<file path="src/rtl/rtt_pkg.sv">
package rtt_pkg;

  localparam int ADDR_W = 2;

  typedef enum logic [ADDR_W-1:0] {
    SEL_CTRL  = 2'd0,
    SEL_COUNT = 2'd1,
    SEL_PEND  = 2'd2,
    SEL_ACK   = 2'd3
  } reg_sel_e;

  localparam int CTRL_EN_BIT    = 0;
  localparam int CTRL_CLEAR_BIT = 1;

  // Carry tap i watches the low tap_pos bits; the last tap saturates at the
  // full counter width and so marks a complete wrap.
  function automatic int tap_pos(input int idx, input int cnt_w);
    int p;
    p = 3 + 2 * idx;
    return (p > cnt_w) ? cnt_w : p;
  endfunction

endpackage

</file>
<file path="src/rtl/rtt_ctrl_regs.sv">
module rtt_ctrl_regs
  import rtt_pkg::*;
#(
  parameter int DATA_W   = 8,
  parameter int NUM_TAPS = 4
) (
  input  logic                clk,
  input  logic                rst,
  input  logic                wr_en,
  input  logic [ADDR_W-1:0]   wr_addr,
  input  logic [DATA_W-1:0]   wr_data,
  output logic                enable,
  output logic                clear_pulse,
  output logic [NUM_TAPS-1:0] ack_mask
);

  logic ctrl_wr;
  logic ack_wr;

  assign ctrl_wr = wr_en && (wr_addr == SEL_CTRL);
  assign ack_wr  = wr_en && (wr_addr == SEL_ACK);

  always_ff @(posedge clk) begin
    if (rst) begin
      enable <= 1'b0;
    end else if (ctrl_wr) begin
      enable <= wr_data[CTRL_EN_BIT];
    end
  end

  assign clear_pulse = ctrl_wr && wr_data[CTRL_CLEAR_BIT];
  assign ack_mask    = ack_wr ? wr_data[NUM_TAPS-1:0] : '0;

  logic unused_wdata;
  assign unused_wdata = ^wr_data;

  // enable changes only through a control write
  a_r1_enable_hold: assert property (@(posedge clk) disable iff (rst)
    !ctrl_wr |=> $stable(enable));

  a_r1_enable_load: assert property (@(posedge clk) disable iff (rst)
    ctrl_wr |=> (enable == $past(wr_data[CTRL_EN_BIT])));

endmodule

</file>
<file path="src/rtl/rtt_counter.sv">
module rtt_counter
  import rtt_pkg::*;
#(
  parameter int CNT_W    = 8,
  parameter int NUM_TAPS = 4
) (
  input  logic                clk,
  input  logic                rst,
  input  logic                tick,
  input  logic                enable,
  input  logic                clear,
  output logic [CNT_W-1:0]    count,
  output logic [NUM_TAPS-1:0] tap_fire
);

  logic advance;
  assign advance = tick && enable && !clear;

  always_ff @(posedge clk) begin
    if (rst || clear) begin
      count <= '0;
    end else if (advance) begin
      count <= count + 1'b1;
    end
  end

  for (genvar gi = 0; gi < NUM_TAPS; gi++) begin : g_tap
    localparam int         POS  = tap_pos(gi, CNT_W);
    localparam logic [CNT_W-1:0] MASK = CNT_W'((64'd1 << POS) - 64'd1);
    assign tap_fire[gi] = advance && ((count & MASK) == MASK);
  end

  // a clear wins over a tick
  a_r2_clear_zero: assert property (@(posedge clk) disable iff (rst)
    clear |=> (count == '0));

  // one step per enabled tick, wrapping at the top
  a_r3_step: assert property (@(posedge clk) disable iff (rst)
    (tick && enable && !clear) |=> (count == $past(count) + 1'b1));

  // disabled means frozen
  a_r4_hold: assert property (@(posedge clk) disable iff (rst)
    (!enable && !clear) |=> $stable(count));

endmodule

</file>
<file path="src/rtl/rtt_pending.sv">
module rtt_pending #(
  parameter int NUM_TAPS = 4
) (
  input  logic                clk,
  input  logic                rst,
  input  logic [NUM_TAPS-1:0] fire,
  input  logic [NUM_TAPS-1:0] ack,
  output logic [NUM_TAPS-1:0] pending
);

  for (genvar gi = 0; gi < NUM_TAPS; gi++) begin : g_flag
    always_ff @(posedge clk) begin
      if (rst) begin
        pending[gi] <= 1'b0;
      end else if (fire[gi]) begin
        pending[gi] <= 1'b1;
      end else if (ack[gi]) begin
        pending[gi] <= 1'b0;
      end
    end

    // a flag only drops on its own acknowledge
    a_r6_sticky: assert property (@(posedge clk) disable iff (rst)
      (pending[gi] && !ack[gi]) |=> pending[gi]);

    // a set in the acknowledge cycle survives
    a_r7_set_wins: assert property (@(posedge clk) disable iff (rst)
      fire[gi] |=> pending[gi]);
  end

endmodule

</file>
<file path="src/rtl/rate_tap_timer.sv">
module rate_tap_timer
  import rtt_pkg::*;
#(
  parameter int          CNT_W    = 8,
  parameter int          DATA_W   = 8,
  parameter int          NUM_TAPS = 4,
  parameter logic [7:0]  VEC_BASE = 8'h0B
) (
  input  logic                  clk,
  input  logic                  rst,
  input  logic                  tick,
  input  logic                  wr_en,
  input  logic [ADDR_W-1:0]     wr_addr,
  input  logic [DATA_W-1:0]     wr_data,
  input  logic [ADDR_W-1:0]     rd_addr,
  output logic [DATA_W-1:0]     rd_data,
  output logic [NUM_TAPS-1:0]   irq_pending,
  output logic [NUM_TAPS*8-1:0] irq_vectors
);

  logic                enable;
  logic                clear_pulse;
  logic [NUM_TAPS-1:0] ack_mask;
  logic [CNT_W-1:0]    count;
  logic [NUM_TAPS-1:0] tap_fire;

  rtt_ctrl_regs #(
    .DATA_W   (DATA_W),
    .NUM_TAPS (NUM_TAPS)
  ) u_regs (
    .clk         (clk),
    .rst         (rst),
    .wr_en       (wr_en),
    .wr_addr     (wr_addr),
    .wr_data     (wr_data),
    .enable      (enable),
    .clear_pulse (clear_pulse),
    .ack_mask    (ack_mask)
  );

  rtt_counter #(
    .CNT_W    (CNT_W),
    .NUM_TAPS (NUM_TAPS)
  ) u_cnt (
    .clk      (clk),
    .rst      (rst),
    .tick     (tick),
    .enable   (enable),
    .clear    (clear_pulse),
    .count    (count),
    .tap_fire (tap_fire)
  );

  rtt_pending #(
    .NUM_TAPS (NUM_TAPS)
  ) u_pend (
    .clk     (clk),
    .rst     (rst),
    .fire    (tap_fire),
    .ack     (ack_mask),
    .pending (irq_pending)
  );

  for (genvar gi = 0; gi < NUM_TAPS; gi++) begin : g_vec
    assign irq_vectors[gi*8 +: 8] = VEC_BASE + 8'(gi);
  end

  always_ff @(posedge clk) begin
    if (rst) begin
      rd_data <= '0;
    end else begin
      case (rd_addr)
        SEL_CTRL:  rd_data <= DATA_W'(enable);
        SEL_COUNT: rd_data <= DATA_W'(count);
        SEL_PEND:  rd_data <= DATA_W'(irq_pending);
        default:   rd_data <= '0;
      endcase
    end
  end

  // a full wrap raises every rate at once
  a_r8_all_on_wrap: assert property (@(posedge clk) disable iff (rst)
    (tick && enable && !clear_pulse && (&count)) |=> (&irq_pending));

  // a control clear adds no new pending flag
  a_r9_clear_silent: assert property (@(posedge clk) disable iff (rst)
    clear_pulse |=> ((irq_pending & ~$past(irq_pending)) == '0));

  // the clear strobe never shows in the control readback
  a_r1_clear_reads_zero: assert property (@(posedge clk) disable iff (rst)
    (rd_addr == SEL_CTRL) |=> (rd_data[CTRL_CLEAR_BIT] == 1'b0));

  // reset empties count and flags
  a_r12_reset_state: assert property (@(posedge clk)
    rst |=> (count == '0 && irq_pending == '0 && !enable));

endmodule

</file>
<file path="config.mk">
export PLATFORM = sky130hd
export DESIGN_NAME = rate_tap_timer
export DESIGN_NICKNAME = d
export VERILOG_FILES = /design/src/rtl/rtt_pkg.sv /design/src/rtl/rtt_ctrl_regs.sv /design/src/rtl/rtt_counter.sv /design/src/rtl/rtt_pending.sv /design/src/rtl/rate_tap_timer.sv
export SDC_FILE = /design/constraint.sdc
export NUM_CORES = 1
export LEC_CHECK = 0
export BUFFER_PORTS_ARGS = -buffer_cell sky130_fd_sc_hd__buf_4
export CORE_UTILIZATION = 45
export DETAILED_ROUTE_END_ITERATION = 6
export PLACE_DENSITY = 0.8
export SYNTH_ARGS = -nofsm -noshare
export SYNTH_HDL_FRONTEND = slang
export SYNTH_SLANG_ARGS = --single-unit
export TNS_END_PERCENT = 50
</file>
<file path="constraint.sdc">
create_clock -name clk -period 2.4 [get_ports clk]
set_clock_uncertainty 0.2 [all_clocks]
set_input_delay 0.12 -clock clk [delete_from_list [all_inputs] [get_ports clk]]
set_output_delay 0.12 -clock clk [all_outputs]
set_load 0.02 [all_outputs]
</file>
==> flow_metrics.py <==
metrics = {
    "run_status": {
        "status": "finished, final reports clean",
    },
    "timing": {
        "slew_violations": 0,
        "fin_crit_ns": 1.88,
        "rsz0062_at_grt": "false",
        "timing.final.crit_share": 0.785,
        "finalSetupTns_ns": 0,
        "setup_viol_count_final": 0,
        "hold_viol": 0,
        "timing.fmax_mhz": 531,
        "worst_slack_ns": 0.516,
        "whs_ns": 0.00298,
    },
    "hold_path": {
        "hold_start": "wr_data[3]",
        "holdCritPathClass": "in2reg",
        "holdPathEnd": "u_pend.pending[3]",
        "hold-path-cell-count": 3,
    },
    "floorplanning": {
        "row_count": 17,
        "die_y_um": 52.4,
        "die_area_mm2": 0.00274,
        "initial_utilization": 0.497,
        "core_area_mm2": 0.00230,
        "io_pins": 60,
        "die_w_um": 52.4,
    },
    "cts": {
        "cts_tree": "built",
        "clock_latency_ns": 0.30,
        "cts-resized-gates": 0,
        "cts_buffers": 3,
        "htreeDepth": 1,
        "cts_hold_buf": 4,
        "cts-root-buf": "clkbuf_4",
        "path_clk_slew_ns": 0.11,
        "clock-sinks": 21,
        "clk_path_buf_depth": 2,
        "post_cts_buffers": 0,
    },
    "yosys": {
        "synthFlopType": "dfxtp_1",
        "yosysWarningCount": 0,
        "synth.avg_cell_area_um2": 9.44,
        "synth_seq_cells": 21,
        "synth.most_common_cell": "buf_4",
        "yosysTopAreaCellShare": 0.368,
        "yosys-top-cells-area": "dfxtp_1, buf_4, mux2i_1, ha_1, nor2_1",
        "synth.distinct_cells": 31,
        "synthesis.area_mm2": 0.00114,
        "synth_top_area_cell": "dfxtp_1",
        "async_reset_ff_frac": 0,
        "syn_inst": 121,
        "synth_edf_count": 0,
        "yosysSeqAreaShare": 0.368,
        "synth_common_cells": "buf_4, dfxtp_1, nor2_1, and3_1, nand4_1",
    },
    "global_routing": {
        "grt_pass1_vias": 731,
        "grt_max_degree": 14,
        "grt-ovfl-total": 0,
        "grt_first_pass_wirelength_um": 3310,
        "track_usage": 0.165,
        "antenna_found_initial": 0,
    },
    "pwr": {
        "power.density_mw_per_mm2": 481,
        "leakagePower_nw": 0.590,
        "total_power_uw": 616,
        "vdd_ir_drop_max_v": 0.000278,
    },
    "worst_setup_path": {
        "rr_startpoint": "u_cnt.count[0]",
        "end_kind": "flop",
        "reg2reg_depth": 5,
        "rrSetupSlack_ns": 0.52,
        "worstSetupPathType": "reg2reg",
        "r2r_end": "u_pend.pending[0]",
        "path_max_fanout": 4,
        "crit_arrival_ns": 1.88,
        "critPathLaunchType": "flop",
        "worstPathRequired_ns": 2.40,
    },
    "layout": {
        "fin_nets": 169,
        "fin_util": 0.558,
        "final_cells": 177,
        "multiInputGateArea_um2": 576,
        "ff_latch_area_um2": 420,
        "insertedDiodeCount": 0,
        "syn_to_final_growth_pct": 12.2,
        "fillCellCount": 202,
        "design_area_mm2": 0.00128,
        "drive_gt1_frac": 0.221,
    },
    "place": {
        "place_ws_ns": 0.754,
        "port_buffers": 23,
        "postPlaceCellArea_mm2": 0.00121,
        "dpl.hpwl_um": 1620,
        "gp_congestion": 0.793,
        "placed_cells": 169,
    },
    "route": {
        "avgViaCountPerCell": 5.11,
        "firstDrtPassIters": 4,
        "drc": 0,
        "vias": 905,
        "drt_iter0_drc": 26,
        "wire_per_inst_um": 12.1,
        "antenna_left": 0,
        "drt_wl_total_um": 2140,
    },
    "run": {
        "drv_cap": 0,
    },
}
==> registers in the layout (all words and copies together), names as in the netlist <==
signal / flops
rd_data: 8
u_cnt.count: 8
u_pend.pending: 4
u_regs.enable: 1
==> per-layer routing <==
metal,wire (µm),global-route usage
met1,915,0.208
met5,0,0
met2,1010,0.268
met4,29,0.0702
met3,183,0.0348
==> logic make-up after synthesis <==
group / synth area share
AND/OR/NAND/NOR: 0.207
buffers and inverters: 0.227
flip-flops: 0.368
AO/OA/AOI/OAI: 0.116
XOR/XNOR: 0.00767
other: 0.00657
multiplexers: 0.0351
adder cells (fa/ha/maj): 0.0329
==> cell usage in the layout, fill, tap and decap left out, types with 2 or more instances in the layout <==
cell	count
conb_1	32
buf_4	24
dfxtp_1	21
nor2_1	9
and3_1	5
nand4_1	5
mux2i_1	4
nand3_1	4
dlygate4sd3_1	4
nor2b_1	3
a22oi_1	3
o221a_2	3
ha_1	3
clkbuf_4	3
or3_2	2
nor3_1	2
and2_1	2
a32oi_1	2
a32o_1	2
o31ai_1	2
or4_1	2
nand2_1	2
==> worst max-delay path, stage by stage (launching register included) <==
cell           delay, ns
dfxtp_1             0.37
ha_1                0.25
ha_1                0.19
a32oi_1             0.17
nor2_1              0.06
dlygate4sd3_1       0.55
==> power breakdown <==
part           leakage, nW  switching, mW  internal [mW]
sequential           0.169        0.00282          0.351
combinational        0.406         0.0680         0.0261
clock               0.0150          0.104         0.0649
==> worst max-delay path by stage <==
stage	start	to	slack, ns
3_5_place_dp	u_cnt.count[0]	u_cnt.count[4]	0.75
5_1_grt	u_cnt.count[0]	u_pend.pending[0]	0.47
2_1_floorplan	u_cnt.count[0]	u_cnt.count[4]	0.84
6_report	u_cnt.count[0]	u_pend.pending[0]	0.52
4_1_cts	u_cnt.count[0]	u_pend.pending[0]	0.53
3_3_place_gp	u_cnt.count[0]	u_cnt.count[4]	0.79
==> final cells by class <==
cell class                 count  share of cell area
multi-input combinational     95               0.449
sequential                    21               0.328
timing repair buffer          28               0.172
tap                           28              0.0273
clock buffer                   4              0.0205
inverter                       1             0.00293
(Power assumes the default switching activity.)
